### src/rtl/hfu_pkg.sv
package hfu_pkg;
  typedef enum logic [1:0] {
    FWD_RF  = 2'd0,
    FWD_MEM = 2'd1,
    FWD_WB  = 2'd2
  } fwd_sel_e;
endpackage

### src/rtl/hfu_idex_ctl.sv
module hfu_idex_ctl #(
  parameter int RW = 5
) (
  input  logic          clk,
  input  logic          rst_n,
  input  logic          stall,
  input  logic          id_valid,
  input  logic          id_wen,
  input  logic          id_load,
  input  logic [RW-1:0] id_rd,
  input  logic [RW-1:0] id_rs1,
  input  logic [RW-1:0] id_rs2,
  output logic          ex_valid,
  output logic          ex_wen,
  output logic          ex_load,
  output logic [RW-1:0] ex_rd,
  output logic [RW-1:0] ex_rs1,
  output logic [RW-1:0] ex_rs2
);
  logic nxt_valid, nxt_wen, nxt_load;
  logic fld_en;

  // Control flags always update; a stall turns them into a bubble.
  always_comb begin
    fld_en    = !stall;
    nxt_valid = stall ? 1'b0 : id_valid;
    nxt_wen   = stall ? 1'b0 : id_wen;
    nxt_load  = stall ? 1'b0 : id_load;
  end

  always_ff @(posedge clk or negedge rst_n) begin
    if (!rst_n) begin
      ex_valid <= 1'b0;
      ex_wen   <= 1'b0;
      ex_load  <= 1'b0;
      ex_rd    <= '0;
      ex_rs1   <= '0;
      ex_rs2   <= '0;
    end else begin
      ex_valid <= nxt_valid;
      ex_wen   <= nxt_wen;
      ex_load  <= nxt_load;
      if (fld_en) begin
        ex_rd  <= id_rd;
        ex_rs1 <= id_rs1;
        ex_rs2 <= id_rs2;
      end
    end
  end
endmodule

### src/rtl/hfu_fwd_select.sv
module hfu_fwd_select
  import hfu_pkg::*;
#(
  parameter int DW = 32,
  parameter int RW = 5
) (
  input  logic [RW-1:0] src,
  input  logic [DW-1:0] rf_val,
  input  logic          mem_valid,
  input  logic          mem_wen,
  input  logic [RW-1:0] mem_rd,
  input  logic [DW-1:0] mem_alu,
  input  logic          wb_valid,
  input  logic          wb_wen,
  input  logic [RW-1:0] wb_rd,
  input  logic [DW-1:0] wb_data,
  output fwd_sel_e      sel,
  output logic [DW-1:0] val
);
  logic src_nz, hit_mem, hit_wb;

  always_comb begin
    src_nz  = (src != '0);
    hit_mem = src_nz && mem_valid && mem_wen && (mem_rd == src);
    hit_wb  = src_nz && wb_valid && wb_wen && (wb_rd == src);
    // Younger producer first.
    if (hit_mem) begin
      sel = FWD_MEM;
      val = mem_alu;
    end else if (hit_wb) begin
      sel = FWD_WB;
      val = wb_data;
    end else begin
      sel = FWD_RF;
      val = rf_val;
    end
  end
endmodule

### src/rtl/hfu_loaduse.sv
module hfu_loaduse #(
  parameter int RW = 5
) (
  input  logic          ex_valid,
  input  logic          ex_wen,
  input  logic          ex_load,
  input  logic [RW-1:0] ex_rd,
  input  logic          id_valid,
  input  logic          id_use1,
  input  logic          id_use2,
  input  logic [RW-1:0] id_rs1,
  input  logic [RW-1:0] id_rs2,
  output logic          stall
);
  logic ld_live, dep1, dep2;

  always_comb begin
    ld_live = ex_valid && ex_wen && ex_load && (ex_rd != '0);
    dep1    = id_use1 && (id_rs1 == ex_rd);
    dep2    = id_use2 && (id_rs2 == ex_rd);
    stall   = ld_live && id_valid && (dep1 || dep2);
  end
endmodule

### src/rtl/hazard_fwd_unit.sv
module hazard_fwd_unit
  import hfu_pkg::*;
#(
  parameter int DW = 32,
  parameter int RW = 5
) (
  input  logic          clk,
  input  logic          rst_n,
  input  logic          id_valid,
  input  logic          id_wen,
  input  logic          id_load,
  input  logic [RW-1:0] id_rd,
  input  logic [RW-1:0] id_rs1,
  input  logic [RW-1:0] id_rs2,
  input  logic          id_use1,
  input  logic          id_use2,
  input  logic [DW-1:0] ex_rf_a,
  input  logic [DW-1:0] ex_rf_b,
  input  logic          mem_valid,
  input  logic          mem_wen,
  input  logic [RW-1:0] mem_rd,
  input  logic [DW-1:0] mem_alu,
  input  logic          wb_valid,
  input  logic          wb_wen,
  input  logic [RW-1:0] wb_rd,
  input  logic [DW-1:0] wb_data,
  output logic [DW-1:0] op_a,
  output logic [DW-1:0] op_b,
  output logic [1:0]    sel_a,
  output logic [1:0]    sel_b,
  output logic          hold_front,
  output logic          ex_valid,
  output logic          ex_wen,
  output logic          ex_load,
  output logic [RW-1:0] ex_rd
);
  localparam int NOPS = 2;

  logic [RW-1:0] ex_rs1_q, ex_rs2_q;
  logic          stall;
  logic [RW-1:0] op_src [NOPS];
  logic [DW-1:0] op_rf  [NOPS];
  logic [DW-1:0] op_val [NOPS];
  fwd_sel_e      op_sel [NOPS];

  hfu_loaduse #(.RW(RW)) u_lu (
    .ex_valid (ex_valid),
    .ex_wen   (ex_wen),
    .ex_load  (ex_load),
    .ex_rd    (ex_rd),
    .id_valid (id_valid),
    .id_use1  (id_use1),
    .id_use2  (id_use2),
    .id_rs1   (id_rs1),
    .id_rs2   (id_rs2),
    .stall    (stall)
  );

  hfu_idex_ctl #(.RW(RW)) u_idex (
    .clk      (clk),
    .rst_n    (rst_n),
    .stall    (stall),
    .id_valid (id_valid),
    .id_wen   (id_wen),
    .id_load  (id_load),
    .id_rd    (id_rd),
    .id_rs1   (id_rs1),
    .id_rs2   (id_rs2),
    .ex_valid (ex_valid),
    .ex_wen   (ex_wen),
    .ex_load  (ex_load),
    .ex_rd    (ex_rd),
    .ex_rs1   (ex_rs1_q),
    .ex_rs2   (ex_rs2_q)
  );

  assign op_src[0] = ex_rs1_q;
  assign op_src[1] = ex_rs2_q;
  assign op_rf[0]  = ex_rf_a;
  assign op_rf[1]  = ex_rf_b;

  for (genvar g = 0; g < NOPS; g++) begin : g_op
    hfu_fwd_select #(.DW(DW), .RW(RW)) u_sel (
      .src       (op_src[g]),
      .rf_val    (op_rf[g]),
      .mem_valid (mem_valid),
      .mem_wen   (mem_wen),
      .mem_rd    (mem_rd),
      .mem_alu   (mem_alu),
      .wb_valid  (wb_valid),
      .wb_wen    (wb_wen),
      .wb_rd     (wb_rd),
      .wb_data   (wb_data),
      .sel       (op_sel[g]),
      .val       (op_val[g])
    );
  end

  assign op_a       = op_val[0];
  assign op_b       = op_val[1];
  assign sel_a      = op_sel[0];
  assign sel_b      = op_sel[1];
  assign hold_front = stall;
endmodule

### config.mk
export PLATFORM = sky130hd
export DESIGN_NAME = hazard_fwd_unit
export DESIGN_NICKNAME = d
export VERILOG_FILES = /design/src/rtl/hfu_pkg.sv /design/src/rtl/hfu_idex_ctl.sv /design/src/rtl/hfu_fwd_select.sv /design/src/rtl/hfu_loaduse.sv /design/src/rtl/hazard_fwd_unit.sv
export SDC_FILE = /design/constraint.sdc
export NUM_CORES = 1
export LEC_CHECK = 0
export BUFFER_PORTS_ARGS = -buffer_cell sky130_fd_sc_hd__buf_2
export CELL_PAD_IN_SITES_DETAIL_PLACEMENT = 0
export CELL_PAD_IN_SITES_GLOBAL_PLACEMENT = 2
export CORE_MARGIN = 8
export CORE_UTILIZATION = 20
export DETAILED_ROUTE_END_ITERATION = 10
export PLACE_DENSITY_LB_ADDON = 0.2
export SETUP_SLACK_MARGIN = 0.02
export SKIP_LAST_GASP = 1
export SLEW_MARGIN = 20
export SYNTH_ARGS = -nofsm -noshare
export SYNTH_HDL_FRONTEND = slang
export SYNTH_HIERARCHICAL = 1
export SYNTH_SLANG_ARGS = --single-unit
### constraint.sdc
create_clock -name clk -period 2.4 [get_ports clk]
set_input_delay 0.24 -clock clk [delete_from_list [all_inputs] [get_ports clk]]
set_output_delay 0.24 -clock clk [all_outputs]
set_load 0.05 [all_outputs]
==> flow_summary.json <==
{
  "slew_violations": 0,
  "htree_levels": 1,
  "clockRootBuffer": "clkbuf_16",
  "peakVddDrop_uv": 239,
  "criticalPathCategory": "register to output port",
  "grt_pass1_wl_um": 22700,
  "fillers": 1641,
  "maxSlewHeadroom_pct": 72.5,
  "rsz0062_at_grt": "true",
  "num_vias": 3754,
  "setup_viol": 0,
  "avgSynthCellArea_um2": 7.82,
  "rows": 45,
  "p_clk_share_pct": 21.0,
  "r2r_setup_slack_ns": 0.23,
  "grt-ovfl-total": 0,
  "drtIter0Drc": 69,
  "port_buffers": 240,
  "wl_per_cell_um": 19.7,
  "place.gp.congestion": 0.810,
  "viasPerCell": 4.56,
  "startpoint_type": "register",
  "p_total_w": 0.00162,
  "syn_area_mm2": 0.00311,
  "leakagePower_nw": 2.42,
  "wl_um": 16200,
  "cp.arrival_ns": 2.10,
  "p_sw_w": 0.000692,
  "syn-instance-count": 398,
  "fmax_mhz": 428,
  "powerDensity_mw_per_mm2": 296,
  "grt_use_total_pct": 14.4,
  "start_util_pct": 20.5,
  "layoutNonFillerInstCount": 824,
  "dieArea_mm2": 0.0198,
  "drive_gt1_share_pct": 73.4,
  "antenna_found_initial": 0,
  "clkTransAtPathRegs_ns": 0.05,
  "worstSetupEndpointType": "output port",
  "ioPinCount": 241,
  "clockBufferDepth": 2,
  "drtAntennaViolNets": 0,
  "grt_pass1_vias": 3849,
  "syn_to_final_growth_pct": 75.9,
  "required_ns": 2.16,
  "remaining_drc_errors": 0,
  "core_area_mm2": 0.0152,
  "cts_sinks": 18,
  "tightest_slew_ns": 0.412,
  "tns_ns": 0,
  "cts_buffers": 3,
  "synthesis.nets": 562,
  "hp-class": "input port to register",
  "path_max_fanout": 9,
  "ys_ff_latch": 18,
  "clk_latency_ns": 0.25,
  "dr.pass1.iters": 4,
  "die_h_um": 141,
  "comb_power_share_pct": 57.6,
  "layout.nets": 800,
  "seq_power_share_pct": 21.5,
  "layout_min_cycle_time_ns": 2.34,
  "fin_skew_ns": 0.00488,
  "power.share.switching_pct": 42.6,
  "placed_cells": 805,
  "grt_max_degree": 41,
  "hpwl_um": 12100,
  "drv_cap": 0,
  "p_int_w": 0.000930,
  "synthDistinctLibCells": 29,
  "status": "completed",
  "dieWidth_um": 141,
  "cts_tree": "yes",
  "finalHoldViolations": 0,
  "ys_seq_area_share_pct": 14.5,
  "min_period_over_period_pct": 97.3,
  "yosysWarnings": 6
}
-- path summary, 6_finish.rpt --
kind,start,cells after the start,to
setup / recovery,u_idex/ex_rs2[2],7,op_b[22]
hold / removal,id_wen,2,u_idex/ex_wen
setup reg to reg,u_idex/ex_rd[0],6,u_idex/ex_rs1[1]
hold reg to reg,u_idex/ex_rd[1],1,u_idex/ex_rd[1]
max in group asynchronous,rst_n,2,u_idex/ex_rd[2]
min in group asynchronous,rst_n,2,u_idex/ex_rs2[4]
-- cell usage in the layout, fill, tap and decap left out, types with 10 or more instances in the layout --
cell     instances
nand2_1         76
xor2_1          14
nand2_2         58
xnor2_1         10
buf_6           48
a31oi_2         51
buf_2          175
a31oi_4         12
nor2_2          29
dfrtp_2         12
nor2_1          35
buf_4           21
-- through the flow --
| stage | area [um^2] | setup WS [ns] | hold WS (ns) | util (%) |
|---|---|---|---|---|
| after global routing | 5470 | -0.0203 | 0.207 | 36.0 |
| after CTS | 4830 | -0.0125 | 0.210 | 31.8 |
| after detailed placement | 4470 | 0.0772 | 0.205 | 29.4 |
| after floorplan | 3130 | -0.0774 | -0.0556 | - |
| after global placement | 4470 | 0.0740 | 0.193 | 29.4 |
| final | 5480 | 0.0645 | 0.212 | 36.0 |
-- power groups by stage --
stage	logic, W	registers, W	clock network [W]
finish	0.000934	0.000348	0.000340
global route	0.000982	0.000351	0.000359
CTS	0.000856	0.000347	0.000346
detailed placement	0.000808	0.000351	0
global placement	0.000805	0.000349	0
floorplan	0.000474	0.000368	0
-- flip-flops by register name, indices dropped and copies added, names as in the netlist --
signal / flops
u_idex/ex_rs1: 5
u_idex/ex_rd: 5
u_idex/ex_rs2: 5
u_idex/ex_wen: 1
u_idex/ex_valid: 1
u_idex/ex_load: 1
-- critical path, cell delays in order, from the launching register on --
cell	delay [ns]
dfrtp_2	0.44
nor2b_4	0.15
a2111oi_4	0.33
nand4_1	0.19
buf_12	0.21
buf_16	0.16
a31oi_4	0.19
buf_12	0.17
-- cells in the mapped netlist, drive strengths merged --
cell type | n | area share, %
nor3 | 3 | 0.48
nand4 | 5 | 1.0
a211o | 2 | 0.56
nor2 | 73 | 9.0
clkbuf | 2 | 0.24
xnor2 | 10 | 2.8
xor2 | 14 | 3.9
inv | 10 | 1.2
a222oi | 2 | 0.64
a31oi | 64 | 25
mux2 | 15 | 6.3
nand3 | 2 | 0.32
nor4 | 2 | 0.40
and2b | 3 | 0.84
a2111oi | 2 | 0.96
nor2b | 4 | 0.80
nand2 | 134 | 21
dfrtp | 18 | 14
buf | 30 | 9.4
or2 | 2 | 0.40
a221oi | 1 | 0.48
-- layout make-up --
type | count | area [um^2] | area share [%]
well taps | 188 | 235 | 4.30
flip-flops and latches | 18 | 465 | 8.50
repair buffers | 265 | 2020 | 36.9
multi-input cells | 338 | 2640 | 48.1
diodes | 1 | 2.50 | 0.0457
clock buffers | 4 | 78.8 | 1.44
inverters | 10 | 37.5 | 0.685
-- routing by layer --
layer	GRT usage, %	share of wire (%)
met5	0	0
met4	0.848	0.18
met3	3.07	6.1
met2	27.4	52
met1	16.8	41
-- cells by family (layout without fill, tap and decap cells) --
kind of cell              count (synthesis)  in the layout  share of synthesized area [%]
DFF                                      18             18                           14.5
and+or+nand+nor                         228            228                           34.0
muxes                                    15             15                           6.27
xor gates and xnor gates                 24             24                           6.75
AOI/OAI and AO/OA                        71             71                           27.6
buffers and inverters                    42            279                           10.9
other                                     0              1                              0
-- what timing repair did --
item                       CTS  global route
resized for setup           67           140
cloned                       2             7
hold buffers                 1             0
setup buffers                3             1
pin swaps                    4             7
hold endpoints to repair    18             0
setup endpoints to repair   64            66
(Power assumes the default switching activity.)
